### src/rtl/i2c_regs_target.sv
module i2c_regs_target #(
  parameter logic [6:0] DEV_ADDR = 7'b1000000,
  parameter int         NREG     = 16
) (
  input  logic              clk,
  input  logic              rst_n,
  input  logic              scl_i,
  input  logic              sda_i,
  output logic              sda_oe,
  output logic [8*NREG-1:0] regs_q
);
  localparam int PW = $clog2(NREG);

  typedef enum logic [2:0] {S_IDLE, S_RX, S_RACK, S_TX, S_TACK} st_t;
  typedef enum logic [1:0] {K_ADDR, K_PTR, K_DATA} kind_t;

  logic [2:0]    scl_s, sda_s;
  st_t           st;
  kind_t         kind;
  logic [3:0]    cnt;
  logic [7:0]    sh;
  logic [PW-1:0] ptr;
  logic          rw, mack;
  logic [7:0]    regs [NREG];

  always_ff @(posedge clk or negedge rst_n)
    if (!rst_n) begin
      scl_s <= '1;
      sda_s <= '1;
    end else begin
      scl_s <= {scl_s[1:0], scl_i};
      sda_s <= {sda_s[1:0], sda_i};
    end

  wire scl       = scl_s[1];
  wire scl_d     = scl_s[2];
  wire sda       = sda_s[1];
  wire sda_d     = sda_s[2];
  wire scl_rise  = scl & ~scl_d;
  wire scl_fall  = ~scl & scl_d;
  wire start_det = scl & scl_d & sda_d & ~sda;
  wire stop_det  = scl & scl_d & ~sda_d & sda;

  wire [PW-1:0] ptr_nxt = (ptr == PW'(NREG - 1)) ? '0 : ptr + 1'b1;
  wire [7:0]    rdata   = regs[ptr];

  always_ff @(posedge clk or negedge rst_n)
    if (!rst_n) begin
      st     <= S_IDLE;
      kind   <= K_ADDR;
      cnt    <= '0;
      sh     <= '0;
      ptr    <= '0;
      rw     <= 1'b0;
      mack   <= 1'b0;
      sda_oe <= 1'b0;
      for (int i = 0; i < NREG; i++) regs[i] <= '0;
    end else if (stop_det) begin
      st     <= S_IDLE;
      sda_oe <= 1'b0;
    end else if (start_det) begin
      st     <= S_RX;
      kind   <= K_ADDR;
      cnt    <= '0;
      sda_oe <= 1'b0;
    end else begin
      case (st)
        S_RX:
          if (scl_rise && cnt != 4'd8) begin
            sh  <= {sh[6:0], sda};
            cnt <= cnt + 4'd1;
          end else if (scl_fall && cnt == 4'd8) begin
            cnt <= '0;
            if (kind == K_ADDR) begin
              if (sh[7:1] == DEV_ADDR) begin
                rw     <= sh[0];
                st     <= S_RACK;
                sda_oe <= 1'b1;
              end else begin
                st <= S_IDLE;
              end
            end else begin
              st     <= S_RACK;
              sda_oe <= 1'b1;
              if (kind == K_PTR) ptr <= sh[PW-1:0];
              else begin
                regs[ptr] <= sh;
                ptr       <= ptr_nxt;
              end
            end
          end
        S_RACK:
          if (scl_fall) begin
            if (kind == K_ADDR && rw) begin
              st     <= S_TX;
              sh     <= {rdata[6:0], 1'b0};
              sda_oe <= ~rdata[7];
            end else begin
              st     <= S_RX;
              sda_oe <= 1'b0;
              kind   <= (kind == K_ADDR) ? K_PTR : K_DATA;
            end
          end
        S_TX:
          if (scl_rise) cnt <= cnt + 4'd1;
          else if (scl_fall) begin
            if (cnt == 4'd8) begin
              st     <= S_TACK;
              sda_oe <= 1'b0;
              cnt    <= '0;
              ptr    <= ptr_nxt;
            end else begin
              sda_oe <= ~sh[7];
              sh     <= {sh[6:0], 1'b0};
            end
          end
        S_TACK:
          if (scl_rise) mack <= ~sda;
          else if (scl_fall) begin
            if (mack) begin
              st     <= S_TX;
              sh     <= {rdata[6:0], 1'b0};
              sda_oe <= ~rdata[7];
            end else begin
              st <= S_IDLE;
            end
          end
        default: st <= S_IDLE;
      endcase
    end

  for (genvar g = 0; g < NREG; g++) begin : g_out
    assign regs_q[8*g +: 8] = regs[g];
  end


  oe_rise_low_chk: assert property (@(posedge clk) disable iff (!rst_n)
    $rose(sda_oe) |-> $past(!scl));

  ack_hold_chk: assert property (@(posedge clk) disable iff (!rst_n)
    (st == S_RACK && scl) |-> sda_oe);

  tack_release_chk: assert property (@(posedge clk) disable iff (!rst_n)
    (st == S_TACK || st == S_IDLE) |-> !sda_oe);

  start_restart_chk: assert property (@(posedge clk) disable iff (!rst_n)
    (start_det && !stop_det) |=> (st == S_RX && kind == K_ADDR && cnt == 4'd0));

  stop_idle_chk: assert property (@(posedge clk) disable iff (!rst_n)
    stop_det |=> (st == S_IDLE && !sda_oe && $stable(ptr)));

  ptr_wrap_chk: assert property (@(posedge clk) disable iff (!rst_n)
    ($past(ptr) == PW'(NREG - 1) && ptr != $past(ptr) && $past(st) != S_RX) |-> ptr == '0);
endmodule

### config.mk
export PLATFORM = sky130hd
export DESIGN_NAME = i2c_regs_target
export DESIGN_NICKNAME = d
export VERILOG_FILES = /design/src/rtl/i2c_regs_target.sv
export SDC_FILE = /design/constraint.sdc
export NUM_CORES = 1
export LEC_CHECK = 0
export BUFFER_PORTS_ARGS = -buffer_cell sky130_fd_sc_hd__buf_4
export CORE_ASPECT_RATIO = 0.6
export CORE_MARGIN = 2
export CORE_UTILIZATION = 51
export CTS_CLUSTER_DIAMETER = 60
export DETAILED_ROUTE_END_ITERATION = 16
export GPL_TIMING_DRIVEN = 0
export PLACE_DENSITY = 0.79
export SLEW_MARGIN = 20
export SYNTH_ARGS = -nofsm -noshare
export SYNTH_HDL_FRONTEND = slang
export SYNTH_SLANG_ARGS = --single-unit
export TNS_END_PERCENT = 5
### constraint.sdc
create_clock -name clk -period 2.5 [get_ports clk]
set_clock_uncertainty 0.1 [all_clocks]
set_input_delay 0.25 -clock clk [delete_from_list [all_inputs] [get_ports clk]]
set_output_delay 0.25 -clock clk [all_outputs]
set_load 0.01 [all_outputs]
==> flow_summary_export.csv, run 1 <==
group,metric,value,unit
run_status,outcome,"complete, but fails checks",
run_status,violations,"setup timing",
layout,layout-drive-gt1-share,0.537,
run,max_cap_violations,0,
global_routing,busiest_layer,"met1",
critical_path,crit_required,2700,ps
floorplan,core,0.0153,mm^2
global_routing,grt_overflow,0,
critical_path,path_class,"reg2reg",
layout,diodes,0,
floorplan,die-area,0.0166,mm^2
clock_network,path_clk_slew,60,ps
critical_path,rr_startpoint,"cnt[0]",
global_routing,use_met1,0.435,
synth,synth_top_area_frac,0.478,
clock_network,clock_sinks,158,
layout,area_growth,27.5,%
sta,fin_ws,-64.1,ps
synth,synth_area,0.00795,mm^2
clock_network,clockRootBuffer,"clkbuf_16",
floorplan,die_x,165,um
synth,ys_types,67,
floorplan,initial_utilization,0.520,
synth,async_flop_share,1.00,
detailed_routing,drcViolationCount,0,
synth,ys_ff_latch,158,
detailed_routing,wl,23200,um
sta,rsz0062_at_grt,"yes",
synth,synth-main-ff-cell,"dfrtp_1",
global_routing,grt_antenna_before_repair,0,
detailed_routing,drt_iter0_markers,611,
place,dp_hpwl,16700,um
critical_path,arrival,2760,ps
synth,synthTopCellsByArea,"dfrtp_1 (48%), mux2_2 (16%), mux4_2 (8.8%), mux2_4 (4.5%), dfstp_2 (2.0%)",
sta,setup_violations,25,
sta,fmax,390,MHz
global_routing,grt_max_degree,92,
detailed_routing,vias,5965,
global_routing,grt_pass1_wl,35300,um
sta,maxSlewHeadroom,0.555,
pwr,leakagePower,4.89,nW
pwr,p_per_area,569,mW/mm^2
clock_network,insertion_delay,420,ps
synth,syn_nets,605,
synth,syn_avg_cell_area,13.4,um^2
detailed_routing,post_drt_wl_per_cell,23.8,um
hold_path,min-delay-path-class,"in2async",
synth,synth_seq_area_share,0.498,
critical_path,ff2ff_setup_slack,-60,ps
critical_path,reg2reg_depth,8,
floorplan,rows,35,
sta,period_share,1.03,
synth,synth_edf_count,0,
pwr,total_power,5.77,mW
detailed_routing,firstDrtPassIters,5,
sta,slew_violations,0,
critical_path,end_kind,"flop",
clock_network,numCtsBuffers,17,
place,dp_worst_setup_slack,-637,ps
layout,nets,773,
synth,syn_inst,592,
floorplan,pin_count,133,
detailed_routing,antenna_left,0,
detailed_routing,via_per_inst,6.11,
pwr,ir_drop,391,uV
global_routing,grt_use_total,0.290,
place,dp_cells,928,
critical_path,r2r-end,"regs_q[1]",
sta,hold_viol,0,
clock_network,cts_tree,"yes",
place,place_congestion,0.873,
global_routing,grt_pass1_vias,5956,
critical_path,crit_fanout,8,
clock_network,clk_path_buf_depth,2,
global_routing,grtUsageMet2,0.411,
place,numPortBuffers,132,
global_routing,grtUsageMet3,0.0864,
layout,final_cells,976,
synth,yosysTopAreaCell,"dfrtp_1",
floorplan,fp.dieH,101,um
critical_path,cp-start-kind,"flop",
clock_network,cts.htree.levels,4,
layout,utilization,0.663,
synth,yosysWarnings,0,
sta,post-route-min-period,2560,ps
sta,tightest_slew,666,ps
-- worst max path at each step --
| stage | end | start | slack (ps) |
|---|---|---|---|
| after detailed placement | regs_q[35] | ptr[0] | -640 |
| after CTS | regs_q[1] | scl_s[2] | -110 |
| after global placement | regs_q[54] | ptr[0] | -590 |
| after global routing | regs_q[1] | cnt[0] | -110 |
| after floorplan | regs_q[0] | scl_s[2] | 20 |
| final | regs_q[1] | cnt[0] | -60 |
-- kinds of logic (layout without fill, tap and decap cells) --
group                    count (synthesis)  count (layout)  synth area share
AO/OA/AOI/OAI                           71              71            0.0596
XOR/XNOR                                 2               2           0.00220
adder cells (fa/ha/maj)                  9               9            0.0142
buffers and inverters                   61             242            0.0353
flip-flops                             158             158             0.498
multiplexers                           178             178             0.306
AND/OR/NAND/NOR                        113             113            0.0845
-- power breakdown --
group          total, mW  internal, mW  switching, mW  leakage (nW)
sequential          2.65          2.62         0.0290          2.17
combinational      0.691         0.171          0.520          2.46
clock               2.43          1.31           1.12         0.259
-- cell usage after synthesis (all sizes together) (2+ instances only) --
master  number
mux2       138
mux2i        9
or2          4
or3b         2
dfrtp      152
a21boi       2
nor3b        4
or4          2
mux4        31
or4b         4
nand2b       6
and3b        2
or3          3
dfstp        6
nand3       10
a21oi       13
nor4         2
o22ai        4
nor3        12
buf         24
a22oi        4
nand2       27
nand3b       6
o21ai       15
o211ai       2
nor2        21
clkbuf      24
ha           9
nor2b        2
a31oi        9
a221oi       5
inv         12
-- metrics by stage --
step,setup TNS [ps],area (um^2),hold WS (ps)
finish,-635,10100,251
global route,-1970,10100,260
CTS,-4690,10000,256
detailed placement,-48720,9230,130
global placement,-44350,9200,246
floorplan,0,7950,-146
-- per-layer routing --
layer / vias to the layer above / wire, um
met4: 0 / 281
met2: 344 / 10000
li1: 2539 / -
met5: - / 0
met3: 32 / 2460
met1: 3050 / 10500
-- sequential cells by signal, summed over array words and instances, names as in the netlist --
signal,count
sda_oe,1
cnt,4
kind,2
mack,1
sda_s,3
regs_q,128
rw,1
ptr,4
sh,8
scl_s,3
st,3
-- cell usage in the layout, fill, tap and decap left out, types with 9 or more instances in the layout --
cell type  netlist  layout
mux2_4          24      24
buf_2           17       9
nor3_1           9       9
a21oi_1         13      12
clkbuf_1        24      23
nand2_1         19      19
mux4_2          31      31
buf_4            0     145
nand3_1         10      10
dfrtp_1        152     151
mux2_2         113     113
a31oi_1          9       9
o21ai_0         15      15
clkbuf_16        0      17
nor2_1          21      19
mux2i_1          9       9
-- worst max-delay path, stage by stage, from the launching register on --
cell and delay (ps):
dfrtp_1 400, inv_2 100, ha_4 130, nand3b_1 120, a2111o_1 430, buf_6 150, or4b_4 540, buf_12 170
mux2_4 290
-- area by class of cell --
cell class,instances,area [um^2]
repair buffers,150,1200
plain buffers,47,304
well taps,203,254
clock inverters,13,104
fillers,1091,5150
multi-input cells,373,3810
flip-flops and latches,158,3960
clock buffers,19,443
inverters,13,52.6
-- timing repair --
action,CTS,global route
endpoints found under the hold margin,69,0
gates resized for setup,32,24
gates cloned,0,0
pin swaps,6,5
buffers inserted,10,4
endpoints found under the setup margin,138,138
hold buffers,3,0
No activity file was read; power rests on OpenSTA's default activity.
==> run 2: changes to the inputs <==
--- a/config.mk
+++ b/config.mk
@@ -6,13 +6,16 @@
 export NUM_CORES = 1
 export LEC_CHECK = 0
 export BUFFER_PORTS_ARGS = -buffer_cell sky130_fd_sc_hd__buf_4
+export CAP_MARGIN = 10
 export CORE_ASPECT_RATIO = 0.6
 export CORE_MARGIN = 2
 export CORE_UTILIZATION = 51
 export CTS_CLUSTER_DIAMETER = 60
+export CTS_CLUSTER_SIZE = 40
 export DETAILED_ROUTE_END_ITERATION = 16
 export GPL_TIMING_DRIVEN = 0
 export PLACE_DENSITY = 0.79
+export SKIP_CTS_REPAIR_TIMING = 1
 export SLEW_MARGIN = 20
 export SYNTH_ARGS = -nofsm -noshare
 export SYNTH_HDL_FRONTEND = slang
==> flow_summary_export.csv, run 2 (same netlist as run 1, synthesis figures left out) <==
group,metric,value,unit
global_routing,grt_max_degree,92,
global_routing,grt_pass1_wl,34800,um
critical_path,cp-start-kind,"flop",
sta,post-route-min-period,2590,ps
critical_path,reg2reg_depth,8,
place,dp_cells,928,
critical_path,cpLargestDelayFamily,"simple AND/OR/NAND/NOR gates",
detailed_routing,wl,23300,um
run_status,violations,"setup timing",
pwr,leakagePower,4.89,nW
sta,maxSlewHeadroom,0.528,
clock_network,cts_tree,"yes",
detailed_routing,antenna_left,0,
pwr,p_per_area,571,mW/mm^2
floorplan,core,0.0153,mm^2
global_routing,grt_antenna_before_repair,0,
floorplan,pin_count,133,
critical_path,end_kind,"flop",
sta,rsz0062_at_grt,"yes",
critical_path,worstSetupPathDepth,8,
critical_path,crit_slowest_cell,"dfstp_2",
critical_path,slowest_delay,550,ps
place,dp_worst_setup_slack,-637,ps
place,numPortBuffers,132,
detailed_routing,drt_iter0_markers,575,
floorplan,rows,35,
sta,setup_violations,62,
layout,layout-drive-gt1-share,0.534,
floorplan,die-area,0.0166,mm^2
critical_path,crit_required,2710,ps
clock_network,path_clk_slew,70,ps
global_routing,grt_overflow,0,
floorplan,die_x,165,um
floorplan,fp.dieH,101,um
sta,fmax,385,MHz
layout,largest_reg_flops,128,
layout,nets,775,
layout,layout_commonest_cell,"dfrtp_1",
detailed_routing,vias,6014,
hold_path,min-delay-path-class,"in2async",
sta,period_share,1.04,
critical_path,critical_path.cell_chain,"ha_1 > buf_6 > nand3b_1 > a2111o_1 > buf_8 > or4b_4 > buf_12 > mux2_4",
run,max_cap_violations,0,
layout,final_cells,978,
critical_path,cp_num_buf_inv,3,
layout,area_growth,27.0,%
pwr,ir_drop,391,uV
sta,setup_tns,-2930,ps
clock_network,clock_sinks,158,
sta,slew_violations,0,
sta,fin_ws,-94.5,ps
clock_network,insertion_delay,430,ps
place,place_congestion,0.873,
sta,hold_viol,0,
critical_path,crit_fanout,10,
sta,tightest_slew,706,ps
floorplan,initial_utilization,0.520,
critical_path,arrival,2800,ps
clock_network,clk_path_buf_depth,2,
critical_path,path_class,"reg2reg",
layout,diodes,0,
global_routing,grt_pass1_vias,5813,
clock_network,numCtsBuffers,17,
detailed_routing,firstDrtPassIters,5,
detailed_routing,via_per_inst,6.15,
global_routing,grt_use_total,0.286,
detailed_routing,post_drt_wl_per_cell,23.8,um
clock_network,cts.htree.levels,4,
clock_network,clockRootBuffer,"clkbuf_16",
layout,layout_common_cells,"dfrtp_1 (151), buf_4 (146), mux2_2 (113), mux4_2 (31), mux2_4 (24)",
detailed_routing,drcViolationCount,0,
pwr,total_power,5.77,mW
place,dp_hpwl,16700,um
run_status,outcome,"complete, but fails checks",
## run 2: per-stage QoR
| stage | hold WS, ps | util | cell area (um^2) |
|---|---|---|---|
| after floorplan | -146 | - | 7950 |
| after global placement | 246 | 0.602 | 9200 |
| after detailed placement | 130 | 0.604 | 9230 |
| after CTS | -322 | 0.640 | 9780 |
| after global routing | 260 | 0.661 | 10100 |
| final | 240 | 0.661 | 10100 |
## run 2: final timing paths
| kind | start | end | slack (ps) |
|---|---|---|---|
| max | scl_s[2] | regs_q[9] | -90 |
| min | rst_n | regs_q[66] | 240 |
| max reg2reg | scl_s[2] | regs_q[9] | -90 |
| min reg2reg | scl_s[0] | scl_s[1] | 260 |
| max in group asynchronous | rst_n | regs_q[15] | 1230 |
| min in group clk | scl_s[0] | scl_s[1] | 260 |
## run 2: area by class of cell
class / instances / area [um^2]
well taps: 203 / 254
repair buffers: 151 / 1210
multi-input cells: 373 / 3780
fillers: 1090 / 5190
inverters: 13 / 52.6
flip-flops and latches: 158 / 3960
clock buffers: 19 / 443
clock inverters: 13 / 104
plain buffers: 48 / 297
## run 2: per-layer routing
metal	vias up	GRT usage	share of wire	wire length, um
li1	2539	-	-	-
met1	3081	0.434	0.45	10500
met2	342	0.402	0.43	9980
met3	52	0.0847	0.11	2450
met4	0	0.0756	0.017	407
met5	-	0	0	0
## run 2: where the power goes
group	switching (mW)	internal, mW
clock	1.12	1.31
combinational	0.513	0.168
sequential	0.0290	2.62
total	1.66	4.10
